$ cat config.mk
export PLATFORM = sky130hd
export DESIGN_NAME = txd_timeout_guard
export DESIGN_NICKNAME = d
export VERILOG_FILES = /design/src/rtl/txg_pkg.sv /design/src/rtl/txg_line_sync.sv /design/src/rtl/txg_dom_timer.sv /design/src/rtl/txg_drive_gate.sv /design/src/rtl/txd_timeout_guard.sv
export SDC_FILE = /design/constraint.sdc
export NUM_CORES = 1
export LEC_CHECK = 0
export BUFFER_PORTS_ARGS = -buffer_cell sky130_fd_sc_hd__buf_2
export CAP_MARGIN = 40
export CELL_PAD_IN_SITES_DETAIL_PLACEMENT = 1
export CELL_PAD_IN_SITES_GLOBAL_PLACEMENT = 1
export CORE_MARGIN = 3
export CORE_UTILIZATION = 46
export DETAILED_ROUTE_END_ITERATION = 6
export PLACE_DENSITY_LB_ADDON = 0.2
export SLEW_MARGIN = 20
export SYNTH_ARGS = -nofsm -noshare
export SYNTH_HDL_FRONTEND = slang
export SYNTH_SLANG_ARGS = --single-unit
$ cat constraint.sdc
create_clock -name clk -period 2 [get_ports clk]
set_input_delay 0 -clock clk [delete_from_list [all_inputs] [get_ports clk]]
set_output_delay 0 -clock clk [all_outputs]
set_load 0.005 [all_outputs]
$ cat src/rtl/txg_pkg.sv
package txg_pkg;

    typedef enum logic [1:0] {
        TG_IDLE    = 2'd0,
        TG_ARMED   = 2'd1,
        TG_TRIPPED = 2'd2
    } tg_state_e;

    typedef struct packed {
        logic level;
        logic fall;
        logic rise;
    } line_evt_t;

    function automatic int unsigned tick_width(input longint unsigned n);
        return (n < 2) ? 1 : $clog2(n + 1);
    endfunction

endpackage

$ cat src/rtl/txg_line_sync.sv
module txg_line_sync
    import txg_pkg::*;
#(
    parameter int unsigned STAGES = 2
) (
    input  logic      clk,
    input  logic      rst,
    input  logic      txd_raw,
    output line_evt_t evt
);
    logic [STAGES-1:0] chain;
    logic              prev;
    logic [STAGES:0]   fill;

    always_ff @(posedge clk) begin
        if (rst) chain[0] <= 1'b1;
        else     chain[0] <= txd_raw;
    end

    genvar g;
    generate
        for (g = 1; g < STAGES; g++) begin : g_stage
            always_ff @(posedge clk) begin
                if (rst) chain[g] <= 1'b1;
                else     chain[g] <= chain[g-1];
            end
        end
    endgenerate

    always_ff @(posedge clk) begin
        if (rst) begin
            prev <= 1'b1;
            fill <= '0;
        end else begin
            prev <= chain[STAGES-1];
            fill <= {fill[STAGES-1:0], 1'b1};
        end
    end

    always_comb begin
        evt.level = chain[STAGES-1];
        evt.fall  = fill[STAGES] &  prev & ~chain[STAGES-1];
        evt.rise  = fill[STAGES] & ~prev &  chain[STAGES-1];
    end

endmodule

$ cat src/rtl/txg_dom_timer.sv
module txg_dom_timer
    import txg_pkg::*;
#(
    parameter longint unsigned LIMIT = 2400000
) (
    input  logic      clk,
    input  logic      rst,
    input  logic      enable,
    input  line_evt_t evt,
    output tg_state_e state
);
    localparam int unsigned CW = tick_width(LIMIT);
    localparam logic [CW-1:0] LAST = CW'(LIMIT - 1);

    logic [CW-1:0] cnt;

    always_ff @(posedge clk) begin
        if (rst || !enable) begin
            state <= TG_IDLE;
            cnt   <= '0;
        end else if (evt.rise) begin
            state <= TG_IDLE;
            cnt   <= '0;
        end else if (evt.fall) begin
            state <= TG_ARMED;
            cnt   <= '0;
        end else if (state == TG_ARMED) begin
            if (cnt == LAST) state <= TG_TRIPPED;
            else             cnt   <= cnt + 1'b1;
        end
    end

    // the timer only enters the armed state after a qualified falling edge
    p_arm_on_fall_r2: assert property (@(posedge clk) disable iff (rst)
        (state == TG_ARMED && $past(state) != TG_ARMED) |-> $past(evt.fall));

    // the latched state persists until a rising edge or leaving normal mode
    p_trip_holds_r4: assert property (@(posedge clk) disable iff (rst)
        (state == TG_TRIPPED && enable && !evt.rise) |=> state == TG_TRIPPED);

    // the counter never passes the limit
    p_cnt_bound_r3: assert property (@(posedge clk) disable iff (rst)
        cnt <= LAST);

endmodule

$ cat src/rtl/txg_drive_gate.sv
module txg_drive_gate
    import txg_pkg::*;
(
    input  tg_state_e state,
    input  logic      mode_normal,
    input  logic      fault_off,
    output logic      drv_dominant,
    output logic      timeout_flag
);
    always_comb begin
        drv_dominant = (state == TG_ARMED) & mode_normal & ~fault_off;
        timeout_flag = (state == TG_TRIPPED) & mode_normal;
    end
endmodule

$ cat src/rtl/txd_timeout_guard.sv
module txd_timeout_guard
    import txg_pkg::*;
#(
    parameter longint unsigned TIMEOUT_TICKS = 2400000,
    parameter int unsigned     SYNC_STAGES   = 2
) (
    input  logic clk,
    input  logic rst,
    input  logic txd_in,
    input  logic mode_normal,
    input  logic fault_off,
    output logic drv_dominant,
    output logic timeout_flag
);
    localparam int unsigned RW = tick_width(TIMEOUT_TICKS + 1);

    line_evt_t evt;
    tg_state_e state;

    txg_line_sync #(.STAGES(SYNC_STAGES)) u_sync (
        .clk     (clk),
        .rst     (rst),
        .txd_raw (txd_in),
        .evt     (evt)
    );

    txg_dom_timer #(.LIMIT(TIMEOUT_TICKS)) u_timer (
        .clk    (clk),
        .rst    (rst),
        .enable (mode_normal),
        .evt    (evt),
        .state  (state)
    );

    txg_drive_gate u_gate (
        .state        (state),
        .mode_normal  (mode_normal),
        .fault_off    (fault_off),
        .drv_dominant (drv_dominant),
        .timeout_flag (timeout_flag)
    );

    // checker: length of the current continuous drive
    logic [RW-1:0] run_len;
    always_ff @(posedge clk) begin
        if (rst)               run_len <= '0;
        else if (drv_dominant) run_len <= run_len + 1'b1;
        else                   run_len <= '0;
    end

    p_run_bound_r3: assert property (@(posedge clk) disable iff (rst)
        run_len <= RW'(TIMEOUT_TICKS));

    p_fault_off_r6: assert property (@(posedge clk) disable iff (rst)
        fault_off |-> !drv_dominant);

    p_mode_idle_r7: assert property (@(posedge clk) disable iff (rst)
        !mode_normal |-> (!drv_dominant && !timeout_flag));

    p_excl_r9: assert property (@(posedge clk) disable iff (rst)
        !(drv_dominant && timeout_flag));

endmodule

==> impl_metrics.tcl, run 1 <==
set metrics [dict create \
    status "complete, no violations" \
    cts_root_buffer "clkbuf_4" \
    grtUsageTotal 0.195 \
    place_congestion 0.841 \
    setup_viol 0 \
    synth_top_cell_area_share 0.417 \
    die_area_sq_um 3840 \
    cts_tree "built" \
    placed_area_sq_um 1520 \
    crit_chain "ha_1 > and4b_1 > nand4b_4 > o21ai_2 > or4_1 > a21oi_1" \
    drt_wl_total_microns 3090 \
    drtIter0Drc 48 \
    die_w_microns 61.9 \
    finalCriticalPeriod_ns 1.79 \
    rows 19 \
    slew-limit-headroom 0.741 \
    final.fill_count 340 \
    max_stage_delay_ns 0.41 \
    io_buffers 6 \
    grt_max_degree 22 \
    cp_max_fo 12 \
    area_delta_synth_final_pct 12.0 \
    overflow 0 \
    clk_pin_slew_ns 0.10 \
    synth_top_cell_by_area "dfxtp_1" \
    num_vias 1145 \
    cts_buffers 5 \
    wl_per_cell_microns 14.4 \
    dp.cells 203 \
    ios 7 \
    antenna_found_initial 0 \
    hpwl_microns 2140 \
    finalSetupTns_ns 0 \
    synth.yosys.seq_area_share 0.417 \
    cp-end-kind "flop" \
    final_cell_count_no_fill 214 \
    crit_family "simple AND/OR/NAND/NOR gates" \
    synth_seq_cells 30 \
    rsz0062_at_grt "no" \
    syn-cell-area_sq_um 1440 \
    max_freq_ghz 0.559 \
    crit_buf_inv 0 \
    ys.flop_type "dfxtp_1" \
    drc 0 \
    finalHoldWorstSlack_ns 0.0952 \
    ys_types 40 \
    max-cap-violations 0 \
    synth_top_cells_by_area "dfxtp_1 42%, xor2_1 10%, nor2_1 5.5%, nand3_1 4.9%, nand2_1 3.4%" \
    post-route-util 0.560 \
    cts_setup_buffers 0 \
    clock-sinks 30 \
    syn_area_per_cell_sq_um 9.22 \
    finalCritPeriodShare 0.895 \
    hold_viol 0 \
    chipHeight_microns 61.9 \
    diodes 0 \
    cts_resized 0 \
    fin_skew_ns 0.00840 \
    start_util 0.500 \
    cp.required_ns 2.28 \
    nNetsFinal 177 \
    clockBufferDepth 2 \
    core_region_area_sq_um 2880 \
    synth-async-reset-ratio 0 \
    grt_first_pass_wirelength_microns 5320 \
    powerDensity_nw_per_um2 637 \
    crit_arrival_ns 2.07 \
    worst_ir_drop_vdd_mv 0.421 \
    grt_pass1_vias 1146 \
    clk_latency_ns 0.34 \
    drive_above_1_share 0.169 \
    worst-slew-pin-transition_ns 0.387 \
    drv_slew 0 \
    synth_enable_flop_cells 0 \
    yosys_warnings 0 \
    fin_area_sq_um 1610 \
    ant_nets 0 \
    start_kind "flop" \
    dr.pass1.iters 4 \
    syn-num-nets 162 \
    hp-class "input pin to flop" \
    htree_levels 2 \
    power.leakage_uw 0.000605 \
    worstSetupPathType "flop to flop" \
    syn_inst 156 \
    slowest_stage "or4_1" \
    vias_per_cell 5.35 \
]
synth_stat cells, types with 2 or more instances:
master and number:
or2_2 3, xor2_1 17, nand2b_1 2, nor2b_1 4
nand4_1 6, and3_1 2, nor3b_1 2, or4_1 2
nand2_1 13, nand3_1 14, nand4b_1 2, dfxtp_1 30
a21oi_1 2, nor2_1 21, o21ai_1 2, inv_1 4
xnor2_1 2, and2_1 2, clkbuf_1 2, nor4b_4 2
nor3_1 2, nor3_4 2
what timing repair did:
action,CTS,global route
hold buffers,3,0
endpoints found under the hold margin,6,0
endpoints found under the setup margin,0,0
sequential cells by signal, summed over array words and instances, names as in the netlist:
register,cells
u_timer.state,2
u_sync.fill,3
u_sync.evt,1
u_sync.chain,1
u_sync.prev,1
u_timer.cnt,22
final timing paths:
check / start / end / slack (ns) / depth (start not counted)
setup / recovery: u_timer.cnt[0] / u_timer.cnt[6] / 0.21 / 6
hold / removal: mode_normal / u_timer.state[0] / 0.1 / 4
hold reg to reg: u_sync.chain[0] / u_sync.evt[2] / 0.42 / 1
setup reg to reg: u_timer.cnt[0] / u_timer.cnt[6] / 0.21 / 6
power breakdown:
group	switching, uW	leakage [uW]	internal [uW]
Clock	223	0.0000343	169
Sequential	2.82	0.000243	602
Combinational	16.3	0.000328	13.5
stage by stage:
step           total power [uW]  worst slack, ns
2_1_floorplan               632            0.461
3_3_place_gp                642            0.330
3_5_place_dp                644            0.235
4_1_cts                    1040            0.212
5_1_grt                    1070           0.0725
6_report                   1030            0.210
layout by cell type, fill, tap and decap left out, drive strengths merged, types with 3 or more instances in the layout:
cell,count
clkbuf,6
or2,3
dfxtp,30
o21ai,4
xor2,17
nand2,13
nand4,7
buf,8
nand3,14
nor2b,4
nor3,4
inv,4
dlygate4sd3,3
nor2,21
and3,3
nand4b,3
tightest hold or removal path: cells and delay by family:
kind | cells | cell delay, ns
simple gates | 3 | 0.28
buf+inv | 1 | 0.11
cells by family (layout without fill, tap and decap cells):
group / after synthesis / after routing / share of synthesized area
buffers and inverters: 7 / 23 / 0.0235
XOR/XNOR: 19 / 19 / 0.116
adder cells (fa/ha/maj): 1 / 1 / 0.00869
flip-flops: 30 / 30 / 0.417
AND/OR/NAND/NOR: 87 / 87 / 0.377
AO/OA/AOI/OAI: 12 / 12 / 0.0583
per-layer routing:
layer	global-route usage	part of all wire
met1	0.240	0.47
met2	0.309	0.48
met3	0.0558	0.027
met4	0.100	0.023
met5	0	0
layout make-up:
type	count	area, sq um	share of cell area
clock buffers	6	51.3	0.0318
clock inverters	2	12.5	0.00776
inverters	4	15.0	0.00932
multi-input cells	119	805	0.499
flip-flops and latches	30	601	0.373
well taps	42	52.6	0.0326
repair buffers	11	75.1	0.0466
No activity file was read; power rests on OpenSTA's default activity.
==> run 2, diff against run 1 <==
CORE_ASPECT_RATIO = 0.8   (was unset)
==> impl_metrics.tcl, run 2 (synthesized netlist as in run 1, its figures left out) <==
set metrics [dict create \
    combPwrFrac 0.026 \
    rows 17 \
    nNetsFinal 176 \
    start_util 0.501 \
    final_cell_count_no_fill 209 \
    place_congestion 0.784 \
    hold_viol 0 \
    clock-sinks 30 \
    die_area_sq_um 3840 \
    max_freq_ghz 0.571 \
    drv_slew 0 \
    grt_first_pass_wirelength_microns 5780 \
    powerDensity_nw_per_um2 703 \
    crit_arrival_ns 1.97 \
    clockBufferDepth 2 \
    wl_per_cell_microns 15.7 \
    worst-slew-pin-transition_ns 0.387 \
    crit_family "simple AND/OR/NAND/NOR gates" \
    ios 7 \
    start_kind "flop" \
    grt_pass1_vias 1261 \
    antenna_found_initial 0 \
    rsz0062_at_grt "no" \
    num_vias 1161 \
    power.leakage_uw 0.000615 \
    overflow 0 \
    layout_commonest_cell "dfxtp_1" \
    cts_tree "built" \
    diodes 0 \
    p_seq_frac 0.530 \
    cts_setup_buffers 0 \
    cts_buffers 5 \
    p_sw_frac 0.219 \
    hpwl_microns 2270 \
    grt_max_degree 22 \
    clk_pin_slew_ns 0.07 \
    worstSetupPathType "flop to flop" \
    largest_register_ffs 22 \
    drtIter0Drc 54 \
    finalCriticalPeriod_ns 1.75 \
    max-cap-violations 0 \
    fin_total_pwr_uw 1140 \
    clk_latency_ns 0.29 \
    vias_per_cell 5.56 \
    ant_nets 0 \
    worst_ir_drop_vdd_mv 0.438 \
    cts_hold_buf 3 \
    die_w_microns 68.5 \
    finalWorstSetupSlack_ns 0.249 \
    cp-end-kind "flop" \
    finalCritPeriodShare 0.875 \
    slew-limit-headroom 0.741 \
    chipHeight_microns 56.0 \
    layout_common_cells "30 x dfxtp_1, 21 x nor2_1, 17 x xor2_1" \
    netSwitchingPower_uw 250 \
    crit_buf_inv 0 \
    fin_skew_ns 0.00763 \
    area_delta_synth_final_pct 13.0 \
    io_buffers 6 \
    clkPwrFrac 0.444 \
    drc 0 \
    status "complete, no violations" \
    drt_wl_total_microns 3270 \
    crit_chain "ha_1 > and4b_1 > nand4b_4 > o21ai_2 > or4_1 > a21oi_1" \
    htree_levels 2 \
    cp.required_ns 2.22 \
    dr.pass1.iters 4 \
    multiInputGateArea_sq_um 805 \
    finalSetupTns_ns 0 \
    post-route-util 0.566 \
    final.fill_count 342 \
    p_int_uw 894 \
    largestRegisters "u_timer.cnt (22), u_sync.fill (3), u_timer.state (2)" \
    cp_max_fo 12 \
    max_stage_delay_ns 0.40 \
    cts_resized 0 \
    dp.cells 198 \
    drive_above_1_share 0.158 \
    hp-class "input pin to flop" \
    setup_viol 0 \
    core_region_area_sq_um 2870 \
    slowest_stage "or4_1" \
    regMostFlops "u_timer.cnt" \
    cts_root_buffer "clkbuf_8" \
    final-seq-area_sq_um 601 \
    post-place-ws_ns 0.265 \
    grtUsageTotal 0.203 \
]
==> run 2: cell count changes in the layout (fill, tap and decap cells not counted), sizes merged <==
cell / delta
clkbuf: +1
buf: -1
clkinvlp: -1
==> run 2: power groups by stage <==
stage                     combinational, uW  clock [uW]  sequential (uW)
final                                  29.5         508              606
after global routing                   32.8         556              606
after CTS                              29.8         522              606
after detailed placement               25.1           0              619
after global placement                 23.4           0              619
after floorplan                        14.2           0              618
==> run 2: final cells by class <==
| cell class | count | area share |
|---|---|---|
| Clock buffer | 7 | 0.0531 |
| Inverter | 4 | 0.00923 |
| Clock inverter | 1 | 0.00308 |
| Multi-Input combinational cell | 119 | 0.495 |
| Tap cell | 38 | 0.0292 |
| Sequential cell | 30 | 0.369 |
| Timing Repair Buffer | 10 | 0.0415 |
==> run 2: layer usage <==
layer,wire [microns],track usage,vias up
met5,0,0,-
met4,77,0.102,0
met3,77,0.0485,7
met2,1530,0.322,13
met1,1590,0.249,571
li1,-,-,570
==> run 2: worst register-to-register path, stage by stage (launching register included) <==
cell and delay (ns):
dfxtp_1 0.33, ha_1 0.25, and4b_1 0.24, nand4b_4 0.20, o21ai_2 0.12, or4_1 0.40
a21oi_1 0.15
==> run 2: metrics by stage <==
step / instance area [sq um] / hold WS, ns
after global routing: 1630 / 0.202
after global placement: 1510 / 0.185
after detailed placement: 1510 / 0.192
after floorplan: 1440 / 0.0332
after CTS: 1630 / 0.180
final: 1630 / 0.188
==> run 2: worst paths after layout <==
path | start | endpoint | slack, ns | cells after the start
hold / removal | mode_normal | u_timer.state[0] | 0.19 | 4
setup / recovery | u_timer.cnt[0] | u_timer.cnt[6] | 0.25 | 6
hold reg to reg | u_sync.chain[0] | u_sync.evt[2] | 0.41 | 1
setup reg to reg | u_timer.cnt[0] | u_timer.cnt[6] | 0.25 | 6
